**src/rtl/uart_mmio_pkg.sv**
```systemverilog
package uart_mmio_pkg;

    localparam int REG_W = 32;
    localparam int LANES = REG_W / 8;

    // word indices inside the window (byte offset / 4)
    localparam int IDX_DIV   = 0;
    localparam int IDX_TXD   = 1;
    localparam int IDX_RXD   = 2;
    localparam int IDX_STAT  = 3;
    localparam int IDX_DELAY = 4;
    localparam int IDX_CTRL  = 5;
    localparam int IDX_IRQ   = 6;
    localparam int IDX_QUAL  = 7;
    localparam int IDX_THR   = 8;
    localparam int NUM_WORDS = 9;

    localparam logic [REG_W-1:0] DIV_RESET  = 32'h0000_0145;
    localparam logic [REG_W-1:0] CTRL_RESET = 32'h0000_0100;

    typedef enum logic [2:0] {
        RX_IDLE,
        RX_START,
        RX_DATA,
        RX_STOP,
        RX_BREAK
    } rx_state_e;

    function automatic logic [REG_W-1:0] lane_merge(
        input logic [REG_W-1:0] old_v,
        input logic [REG_W-1:0] new_v,
        input logic [LANES-1:0] be
    );
        logic [REG_W-1:0] r;
        r = old_v;
        for (int b = 0; b < LANES; b++) begin
            if (be[b]) r[8*b +: 8] = new_v[8*b +: 8];
        end
        return r;
    endfunction

endpackage

```
**src/rtl/uart_tick_gen.sv**
```systemverilog
module uart_tick_gen #(
    parameter int CNT_W = 32
) (
    input  logic             clk,
    input  logic             rst_n,
    input  logic [CNT_W-1:0] divisor,
    output logic             tick
);
    typedef struct packed {
        logic [CNT_W-1:0] cnt;
    } tg_state_t;

    tg_state_t s_d, s_q;
    logic [CNT_W-1:0] limit;

    always_comb begin
        s_d   = s_q;
        limit = (divisor == '0) ? '0 : divisor - CNT_W'(1);
        tick  = (s_q.cnt >= limit);
        s_d.cnt = tick ? '0 : s_q.cnt + CNT_W'(1);
    end

    always_ff @(posedge clk or negedge rst_n) begin
        if (!rst_n) s_q <= '0;
        else        s_q <= s_d;
    end


    tick_period_chk: assert property (@(posedge clk) disable iff (!rst_n)
        (tick && divisor > CNT_W'(1) && $stable(divisor)) |=> !tick);

endmodule

```
**src/rtl/uart_tx_core.sv**
```systemverilog
module uart_tx_core #(
    parameter int DATA_W = 8,
    parameter int OS     = 16
) (
    input  logic              clk,
    input  logic              rst_n,
    input  logic              tick,
    input  logic              load,
    input  logic [DATA_W-1:0] data,
    output logic              txd,
    output logic              busy,
    output logic              done
);
    localparam int FRAME_W = DATA_W + 2;
    localparam int IDX_W   = $clog2(FRAME_W);
    localparam int OS_W    = $clog2(OS);

    typedef struct packed {
        logic               busy;
        logic [FRAME_W-1:0] frame;
        logic [IDX_W-1:0]   idx;
        logic [OS_W-1:0]    os;
    } tx_state_t;

    tx_state_t s_d, s_q;

    always_comb begin
        s_d  = s_q;
        done = 1'b0;
        if (!s_q.busy) begin
            if (load) begin
                s_d.busy  = 1'b1;
                s_d.frame = {1'b1, data, 1'b0};
                s_d.idx   = '0;
                s_d.os    = '0;
            end
        end else if (tick) begin
            if (s_q.os == OS_W'(OS - 1)) begin
                s_d.os = '0;
                if (s_q.idx == IDX_W'(FRAME_W - 1)) begin
                    s_d.busy = 1'b0;
                    done     = 1'b1;
                end else begin
                    s_d.idx = s_q.idx + IDX_W'(1);
                end
            end else begin
                s_d.os = s_q.os + OS_W'(1);
            end
        end
        busy = s_q.busy;
        txd  = s_q.busy ? s_q.frame[s_q.idx] : 1'b1;
    end

    always_ff @(posedge clk or negedge rst_n) begin
        if (!rst_n) s_q <= '0;
        else        s_q <= s_d;
    end


    tx_start_low_chk: assert property (@(posedge clk) disable iff (!rst_n)
        (load && !busy) |=> (txd == 1'b0));


    tx_hold_frame_chk: assert property (@(posedge clk) disable iff (!rst_n)
        (busy && !done) |=> $stable(s_q.frame));

endmodule

```
**src/rtl/uart_rx_core.sv**
```systemverilog
module uart_rx_core #(
    parameter int DATA_W = 8,
    parameter int OS     = 16
) (
    input  logic              clk,
    input  logic              rst_n,
    input  logic              tick,
    input  logic              rxd,
    output logic              valid,
    output logic [DATA_W-1:0] data
);
    import uart_mmio_pkg::*;

    localparam int OS_W  = $clog2(OS);
    localparam int CNT_W = $clog2(DATA_W);
    localparam int HALF  = OS / 2;

    typedef struct packed {
        logic [1:0]        sync;
        rx_state_e         st;
        logic [OS_W-1:0]   os;
        logic [CNT_W-1:0]  bits;
        logic [DATA_W-1:0] shreg;
        logic              valid;
    } rx_state_t;

    rx_state_t s_d, s_q;
    logic      line;

    always_comb begin
        s_d       = s_q;
        line      = s_q.sync[1];
        s_d.sync  = {s_q.sync[0], rxd};
        s_d.valid = 1'b0;
        unique case (s_q.st)
            RX_IDLE: begin
                if (tick && !line) begin
                    s_d.st = RX_START;
                    s_d.os = '0;
                end
            end
            RX_START: begin
                if (tick) begin
                    if (s_q.os == OS_W'(HALF - 1)) begin
                        s_d.os   = '0;
                        s_d.bits = '0;
                        s_d.st   = line ? RX_IDLE : RX_DATA;
                    end else begin
                        s_d.os = s_q.os + OS_W'(1);
                    end
                end
            end
            RX_DATA: begin
                if (tick) begin
                    if (s_q.os == OS_W'(OS - 1)) begin
                        s_d.os    = '0;
                        s_d.shreg = {line, s_q.shreg[DATA_W-1:1]};
                        if (s_q.bits == CNT_W'(DATA_W - 1)) s_d.st = RX_STOP;
                        else s_d.bits = s_q.bits + CNT_W'(1);
                    end else begin
                        s_d.os = s_q.os + OS_W'(1);
                    end
                end
            end
            RX_STOP: begin
                if (tick) begin
                    if (s_q.os == OS_W'(OS - 1)) begin
                        s_d.os = '0;
                        if (line) begin
                            s_d.valid = 1'b1;
                            s_d.st    = RX_IDLE;
                        end else begin
                            s_d.st = RX_BREAK;
                        end
                    end else begin
                        s_d.os = s_q.os + OS_W'(1);
                    end
                end
            end
            RX_BREAK: begin
                if (line) s_d.st = RX_IDLE;
            end
            default: s_d.st = RX_IDLE;
        endcase
        valid = s_q.valid;
        data  = s_q.shreg;
    end

    always_ff @(posedge clk or negedge rst_n) begin
        if (!rst_n) begin
            s_q      <= '0;
            s_q.sync <= 2'b11;
            s_q.st   <= RX_IDLE;
        end else begin
            s_q <= s_d;
        end
    end


    rx_valid_stop_chk: assert property (@(posedge clk) disable iff (!rst_n)
        valid |-> $past(s_q.sync[1]));

endmodule

```
**src/rtl/uart_mmio.sv**
```systemverilog
module uart_mmio #(
    parameter int ADDR_W = 12
) (
    input  logic              clk,
    input  logic              rst_n,
    input  logic              bus_sel,
    input  logic              bus_we,
    input  logic [ADDR_W-1:0] bus_addr,
    input  logic [3:0]        bus_be,
    input  logic [31:0]       bus_wdata,
    output logic [31:0]       bus_rdata,
    output logic              txd,
    input  logic              rxd
);
    import uart_mmio_pkg::*;

    localparam int WORD_W = ADDR_W - 2;
    localparam int SEL_W  = $clog2(NUM_WORDS + 1);

    typedef struct packed {
        logic [REG_W-1:0] div;
        logic [REG_W-1:0] delay;
        logic [REG_W-1:0] ctrl;
        logic [REG_W-1:0] irq;
        logic [REG_W-1:0] qual;
        logic [REG_W-1:0] thr;
        logic [7:0]       rx_byte;
        logic             rx_avail;
        logic             rx_full;
        logic             tx_empty;
    } regs_t;

    regs_t s_d, s_q;

    logic [WORD_W-1:0] word;
    logic [SEL_W-1:0]  rsel;
    logic              wr, rd, tx_load, rx_rd;
    logic              tick, tx_busy, tx_done, rx_valid;
    logic [7:0]        rx_data;
    logic [1:0]        unused_addr_lsb;

    assign unused_addr_lsb = bus_addr[1:0];

    always_comb begin
        s_d     = s_q;
        word    = bus_addr[ADDR_W-1:2];
        rsel    = (word < WORD_W'(NUM_WORDS)) ? SEL_W'(word) : SEL_W'(NUM_WORDS);
        wr      = bus_sel && bus_we;
        rd      = bus_sel && !bus_we;
        tx_load = wr && (rsel == SEL_W'(IDX_TXD));
        rx_rd   = rd && (rsel == SEL_W'(IDX_RXD));

        if (wr) begin
            case (rsel)
                SEL_W'(IDX_DIV):   s_d.div   = lane_merge(s_q.div,   bus_wdata, bus_be);
                SEL_W'(IDX_DELAY): s_d.delay = lane_merge(s_q.delay, bus_wdata, bus_be);
                SEL_W'(IDX_CTRL):  s_d.ctrl  = lane_merge(s_q.ctrl,  bus_wdata, bus_be);
                SEL_W'(IDX_IRQ):   s_d.irq   = lane_merge(s_q.irq,   bus_wdata, bus_be);
                SEL_W'(IDX_QUAL):  s_d.qual  = lane_merge(s_q.qual,  bus_wdata, bus_be);
                SEL_W'(IDX_THR):   s_d.thr   = lane_merge(s_q.thr,   bus_wdata, bus_be);
                default: ;
            endcase
        end

        if (tx_load && !tx_busy) s_d.tx_empty = 1'b0;
        if (tx_done)             s_d.tx_empty = 1'b1;

        if (rx_rd) begin
            s_d.rx_avail = 1'b0;
            s_d.rx_full  = 1'b0;
        end
        if (rx_valid) begin
            s_d.rx_byte  = rx_data;
            s_d.rx_avail = 1'b1;
            if (s_q.rx_avail && !rx_rd) s_d.rx_full = 1'b1;
        end

        bus_rdata = '0;
        if (rd) begin
            case (rsel)
                SEL_W'(IDX_DIV):   bus_rdata = s_q.div;
                SEL_W'(IDX_RXD):   bus_rdata = {24'b0, s_q.rx_byte};
                SEL_W'(IDX_STAT):  bus_rdata = {28'b0, s_q.rx_full, s_q.rx_avail,
                                                tx_busy, s_q.tx_empty};
                SEL_W'(IDX_DELAY): bus_rdata = s_q.delay;
                SEL_W'(IDX_CTRL):  bus_rdata = s_q.ctrl;
                SEL_W'(IDX_IRQ):   bus_rdata = s_q.irq;
                SEL_W'(IDX_QUAL):  bus_rdata = s_q.qual;
                SEL_W'(IDX_THR):   bus_rdata = s_q.thr;
                default:           bus_rdata = '0;
            endcase
        end
    end

    always_ff @(posedge clk or negedge rst_n) begin
        if (!rst_n) begin
            s_q      <= '0;
            s_q.div  <= DIV_RESET;
            s_q.ctrl <= CTRL_RESET;
        end else begin
            s_q <= s_d;
        end
    end

    uart_tick_gen #(.CNT_W(REG_W)) tick_i (
        .clk(clk), .rst_n(rst_n), .divisor(s_q.div), .tick(tick)
    );

    uart_tx_core #(.DATA_W(8), .OS(16)) tx_i (
        .clk(clk), .rst_n(rst_n), .tick(tick), .load(tx_load),
        .data(bus_wdata[7:0]), .txd(txd), .busy(tx_busy), .done(tx_done)
    );

    uart_rx_core #(.DATA_W(8), .OS(16)) rx_i (
        .clk(clk), .rst_n(rst_n), .tick(tick), .rxd(rxd),
        .valid(rx_valid), .data(rx_data)
    );


    tx_flags_excl_chk: assert property (@(posedge clk) disable iff (!rst_n)
        !(tx_busy && s_q.tx_empty));


    rx_full_needs_avail_chk: assert property (@(posedge clk) disable iff (!rst_n)
        s_q.rx_full |-> s_q.rx_avail);


    rx_read_clears_chk: assert property (@(posedge clk) disable iff (!rst_n)
        (rx_rd && !rx_valid) |=> (!s_q.rx_avail && !s_q.rx_full));


    rx_capture_chk: assert property (@(posedge clk) disable iff (!rst_n)
        rx_valid |=> (s_q.rx_avail && s_q.rx_byte == $past(rx_data)));

endmodule

```
**config.mk**
```make
export PLATFORM = sky130hd
export DESIGN_NAME = uart_mmio
export DESIGN_NICKNAME = d
export VERILOG_FILES = /design/src/rtl/uart_mmio_pkg.sv /design/src/rtl/uart_tick_gen.sv /design/src/rtl/uart_tx_core.sv /design/src/rtl/uart_rx_core.sv /design/src/rtl/uart_mmio.sv
export SDC_FILE = /design/constraint.sdc
export NUM_CORES = 1
export LEC_CHECK = 0
export CAP_MARGIN = 20
export CORE_MARGIN = 1
export CORE_UTILIZATION = 44
export CTS_CLUSTER_SIZE = 10
export DETAILED_ROUTE_END_ITERATION = 8
export PLACE_DENSITY_LB_ADDON = 0.3
export SYNTH_ARGS = -nofsm -noshare
export SYNTH_HDL_FRONTEND = slang
export SYNTH_HIERARCHICAL = 1
export SYNTH_SLANG_ARGS = --single-unit
```
**constraint.sdc**
```tcl
create_clock -name clk -period 6.6 [get_ports clk]
set_clock_uncertainty 0.15 [all_clocks]
set_input_delay 0.66 -clock clk [delete_from_list [all_inputs] [get_ports clk]]
set_output_delay 0.66 -clock clk [all_outputs]
set_load 0.005 [all_outputs]
```
# Word-level counts from Yosys, hierarchy flattened
# Index checks and enable logic that the tools add are counted.
word_totals:
  ff_bits: 274
  word_cells: 179
op_classes:
  order_cmp: 3
  muxes: 50
  n_addsub: 6
  eq_ne: 30
  bitwise: 1
  n_reduce_logical: 50
ops:
  columns: ["op", "n"]
  rows:
  - ["$pmux 32 s8", 1]
  - ["$mux 32", 3]
  - ["$reduce_and 3->1", 25]
  - ["$add 32x1->32 const B", 1]
  - ["$ge 32x32->1", 1]
  - ["$logic_not 32->1", 1]
  - ["$sub 32x1->32 const B", 1]
  - ["$mux 3", 8]
  - ["$mux 4", 6]
  - ["$eq 4x3->1 const B", 5]
  - ["$ne 2x1->1 const B", 10]
  - ["$mux 19", 1]
  - ["$mux 18", 1]
  - ["$mux 1", 17]
  - ["$eq 4x4->1 const B", 4]
  - ["$mux 8", 2]
  - ["$pmux 4 s4", 1]
  - ["$pmux 3 s5", 1]
  - ["$mux 7", 2]
  - ["$add 4x1->4 const B", 3]
  - ["$mux 11", 1]
  - ["$lt 10x4->1 const B", 1]
  - ["$mux 10", 1]
  - ["$reduce_and 9->1", 1]
  - ["other kinds (22)", 42]

# Longest topological paths before layout
depth:
  word_depth: 8
  ltp_mapped: 17
  mapped_depth_nobuf: 17

# Hierarchy
# Netlist, hierarchy kept.
modules_own_cells:
  columns: ["mod", "area_each_um2", "seq_area_each_um2", "cells_per_inst", "instances"]
  rows:
  - ["uart_mmio", 9803.2, 5086.1, 681, 1]
  - ["uart_tick_gen", 3054.2, 800.8, 370, 1]
  - ["uart_rx_core", 1196.1, 528.0, 108, 1]
  - ["uart_tx_core", 922.1, 450.4, 95, 1]

# Worst setup path before layout
# Ideal clock, no wire load.
synth_timing:
  kind: "reg2reg"
  startpoint: "register s_q[188] (netlist name)"
  endpoint: "register rx_i.s_q, in the netlist rx_i/data[0]"
  stages_incl_launch_ff: 17
  synth_period_minus_slack_ps: 5092
  slack_ps: 1508
  required_time_ps: 6322
  arrival_time_ps: 4815
  setup_ps: 128
  cell_sequence: "dfrtp_1 or4_4 or4b_1 buf_2 or4_1 clkbuf_1 and2_1 ha_1 nand2b_1 a2111oi_0 o32ai_1 o41a_1 or2_2 and4_1 buf_2 nand2_2 mux2_1"
synth_lines:
  columns: ["item", "line_no", "source"]
  rows:
  - ["to (decl)", "uart_rx_core.sv:27", "rx_state_t s_d, s_q;"]

==> run metrics <==
layout cells sized above 1=25.60%; drt total wl=35.22 mm; DRC=0; worst slew pin tran=1.136 ns; ANT nets after route=0; nets=1413; clock period minus final worst setup slack=5.708 ns; Hold Path Class=reg -> reg; Vias=10200; grt ovf=0; I/O pin count=86; total power=3.917 mW; TritonCTS clock tree=yes; initial antenna violation count=1; Multi-input gate area=0.007629 sq mm; DP Wirelength=23.89 mm; Synth top cells by count=dfrtp_1, mux2_2, nand2_1, nor2_1, nor3_1; hold_buf cts=1; Pre-antenna DRT Iters=5; insertion delay to the later sink of the worst-skew pair=0.50 ns; f_max=175.2 MHz; net switching power=1.007 mW; first-pass GRT wire length=57.35 mm; Synth area leaders=dfrtp_1, mux2_2, ha_1, mux2i_1, nand3_4; Die Y=186.5 um; pre-CTS worst setup slack=0.9111 ns; Util after Layout=50.82%; status=finished, final reports clean; P&R area growth vs syn=13.79%; vias in the first global route=10386; final setup vio count=0; Max Cap Viol=0; Wirelength per Cell=19.73 um; GRT Resource Usage Total=20.59%; RSZ-0062 raised after global routing=no; final worst-path cycle share=86.49%; largest net degree at the start of global routing=76; Sw Ratio=25.72%; CTS root buffer=clkbuf_16; setup tns final=0 ns; Most used DFF post-synth=dfrtp_1; Core Box Area=0.03353 sq mm; EDFF count, synth=0; Hold WS=0.2124 ns; register area share after synthesis=45.84%; CTS Sinks=274; Warnings, synthesis=6; WP data arrival=5.94 ns; GPL Wtd Cong=0.8139; buffer levels on the longest clock path=3; dominant cell type by area after synthesis=dfrtp_1; clock-pin transition on the worst setup and hold timing paths=0.05 ns; Cell Area, Synth=0.01498 sq mm; count leader, synth=dfrtp_1; cts bufs inserted=34; Syn Inst Count=1254; sequential share of power=45.5%; Yosys reg bits=274; max-slew violations=0; crit-path max FO=32; Pleak=7.823 nW; Setup WS post-layout=0.8918 ns; Comb power frac=11.5%; Register-to-Register Path Depth=14; DIE AREA=0.03478 sq mm; vias per cell=5.714; Fin. Hold Viols=0; Synth top area share=44.62%; Pwr per Cell Area=229.9 mW/mm^2; setup bufs post-CTS=0; Rel. slew slack=24.28%; Pint=2.910 mW; WP data required=6.83 ns; count of cell types in the netlist=85; num rows=67; Reg area=0.006865 sq mm; Worst Hold Depth=0; Max rail drop VDD=0.1828 mV; CTS resizes=0; Post-Syn Area per Cell=11.94 sq um; Die Wd=186.5 um; initial core utilization=44.66%; startpoint class of the critical path=flip-flop; Filler cells=3022; critical path class=reg -> reg; Initial DRC Count=656; IO buf count=83; Clk pwr share=43.0%; async set-or-reset flop fraction in the synthesized netlist=100.0%; Crit. End Element=flip-flop; Net Count, Synth=1348; maximum level of the CTS H-tree=2
==> sequential cells by signal, indices dropped and copies added, names as in the netlist <==
signal      cells
rx_i/valid      1
rx_i/line       1
rx_i/s_q       10
tx_i/busy       1
tick_i/s_q     32
rx_i/data       8
tx_i/s_q       17
s_q           203
rx_i/s_d        1
==> placed cells by master (no fill, tap or decap), drive strengths merged, types with 4 or more instances in the layout <==
master / instances
a22oi: 14
nand2b: 11
mux4: 13
nor3: 52
nand2: 89
and2: 4
nor2b: 4
dfrtp: 267
nand3: 45
mux2i: 49
or4: 6
nand4: 21
a31oi: 10
o22ai: 15
a211oi: 5
a21oi: 32
a21o: 5
and3: 5
and4: 11
buf: 18
a22o: 12
o22a: 4
nor2: 66
o21ai: 15
nor4b: 4
clkbuf: 51
mux2: 230
or3: 7
xor2: 27
or4b: 4
clkdlybuf4s50: 79
inv: 19
dfstp: 7
nor4: 20
xnor2: 32
ha: 41
==> through the flow <==
step,std cells,area [sq um]
CTS,1784,17040
global route,1784,17040
detailed placement,1730,16050
finish,1785,17040
floorplan,1254,14980
global placement,1730,16050
==> power by group through the flow <==
stage	registers, mW	logic, mW	clock network (mW)
final	1.78	0.450	1.68
after global routing	1.79	0.510	1.80
after CTS	1.78	0.455	1.73
after detailed placement	1.81	0.451	0
after global placement	1.81	0.442	0
after floorplan	1.78	0.329	0
==> routing by layer <==
layer / vias to the layer above / wire (um) / GRT usage (%)
met5: - / 13 / 0
met4: 2 / 603 / 5.454
met3: 50 / 1414 / 2.840
met2: 193 / 16890 / 33.38
met1: 5201 / 16300 / 28.98
li1: 4754 / - / -
==> kinds of logic after synthesis <==
kind of cell,count (synthesis),synth area share (%)
muxes,292,22.73
DFF,274,45.84
adders and majority gates,41,3.426
AOI/OAI and AO/OA,133,6.099
buffers and inverters,87,3.325
xor gates and xnor gates,59,3.451
and+or+nand+nor,368,15.13
==> worst paths after layout <==
path	from	to	slack, ns
min	rx_i/s_d[20]	rx_i/line	0.21
max in group asynchronous	rst_n	s_q[149]	4.31
max	s_q[188]	rx_i/data[0]	0.89
min in group asynchronous	rst_n	tick_i/s_q[27]	0.57
max reg2reg	s_q[188]	rx_i/data[0]	0.89
min reg2reg	rx_i/s_d[20]	rx_i/line	0.21
==> area by class of cell <==
type | count | share of cell area [%]
multi-input combinational | 893 | 44.77
clock inverter | 2 | 0.08077
antenna | 1 | 0.01469
sequential | 274 | 40.29
tap | 448 | 3.290
clock buffer | 51 | 5.669
inverter | 18 | 0.3965
timing repair buffer | 98 | 5.492
==> critical path, stage by stage, from the launching register on <==
cell and delay (ns):
dfrtp_1 0.46, or4_4 0.58, or4b_1 0.64, or4_1 0.56
buf_4 0.24, and2_1 0.19, ha_1 0.26, nand2b_1 0.13
a2111oi_0 0.53, o32ai_1 0.17, o41a_1 0.34, or2_2 0.42
and4_1 0.33, nand2_2 0.21, mux2_1 0.34
(Power assumes the default switching activity.)
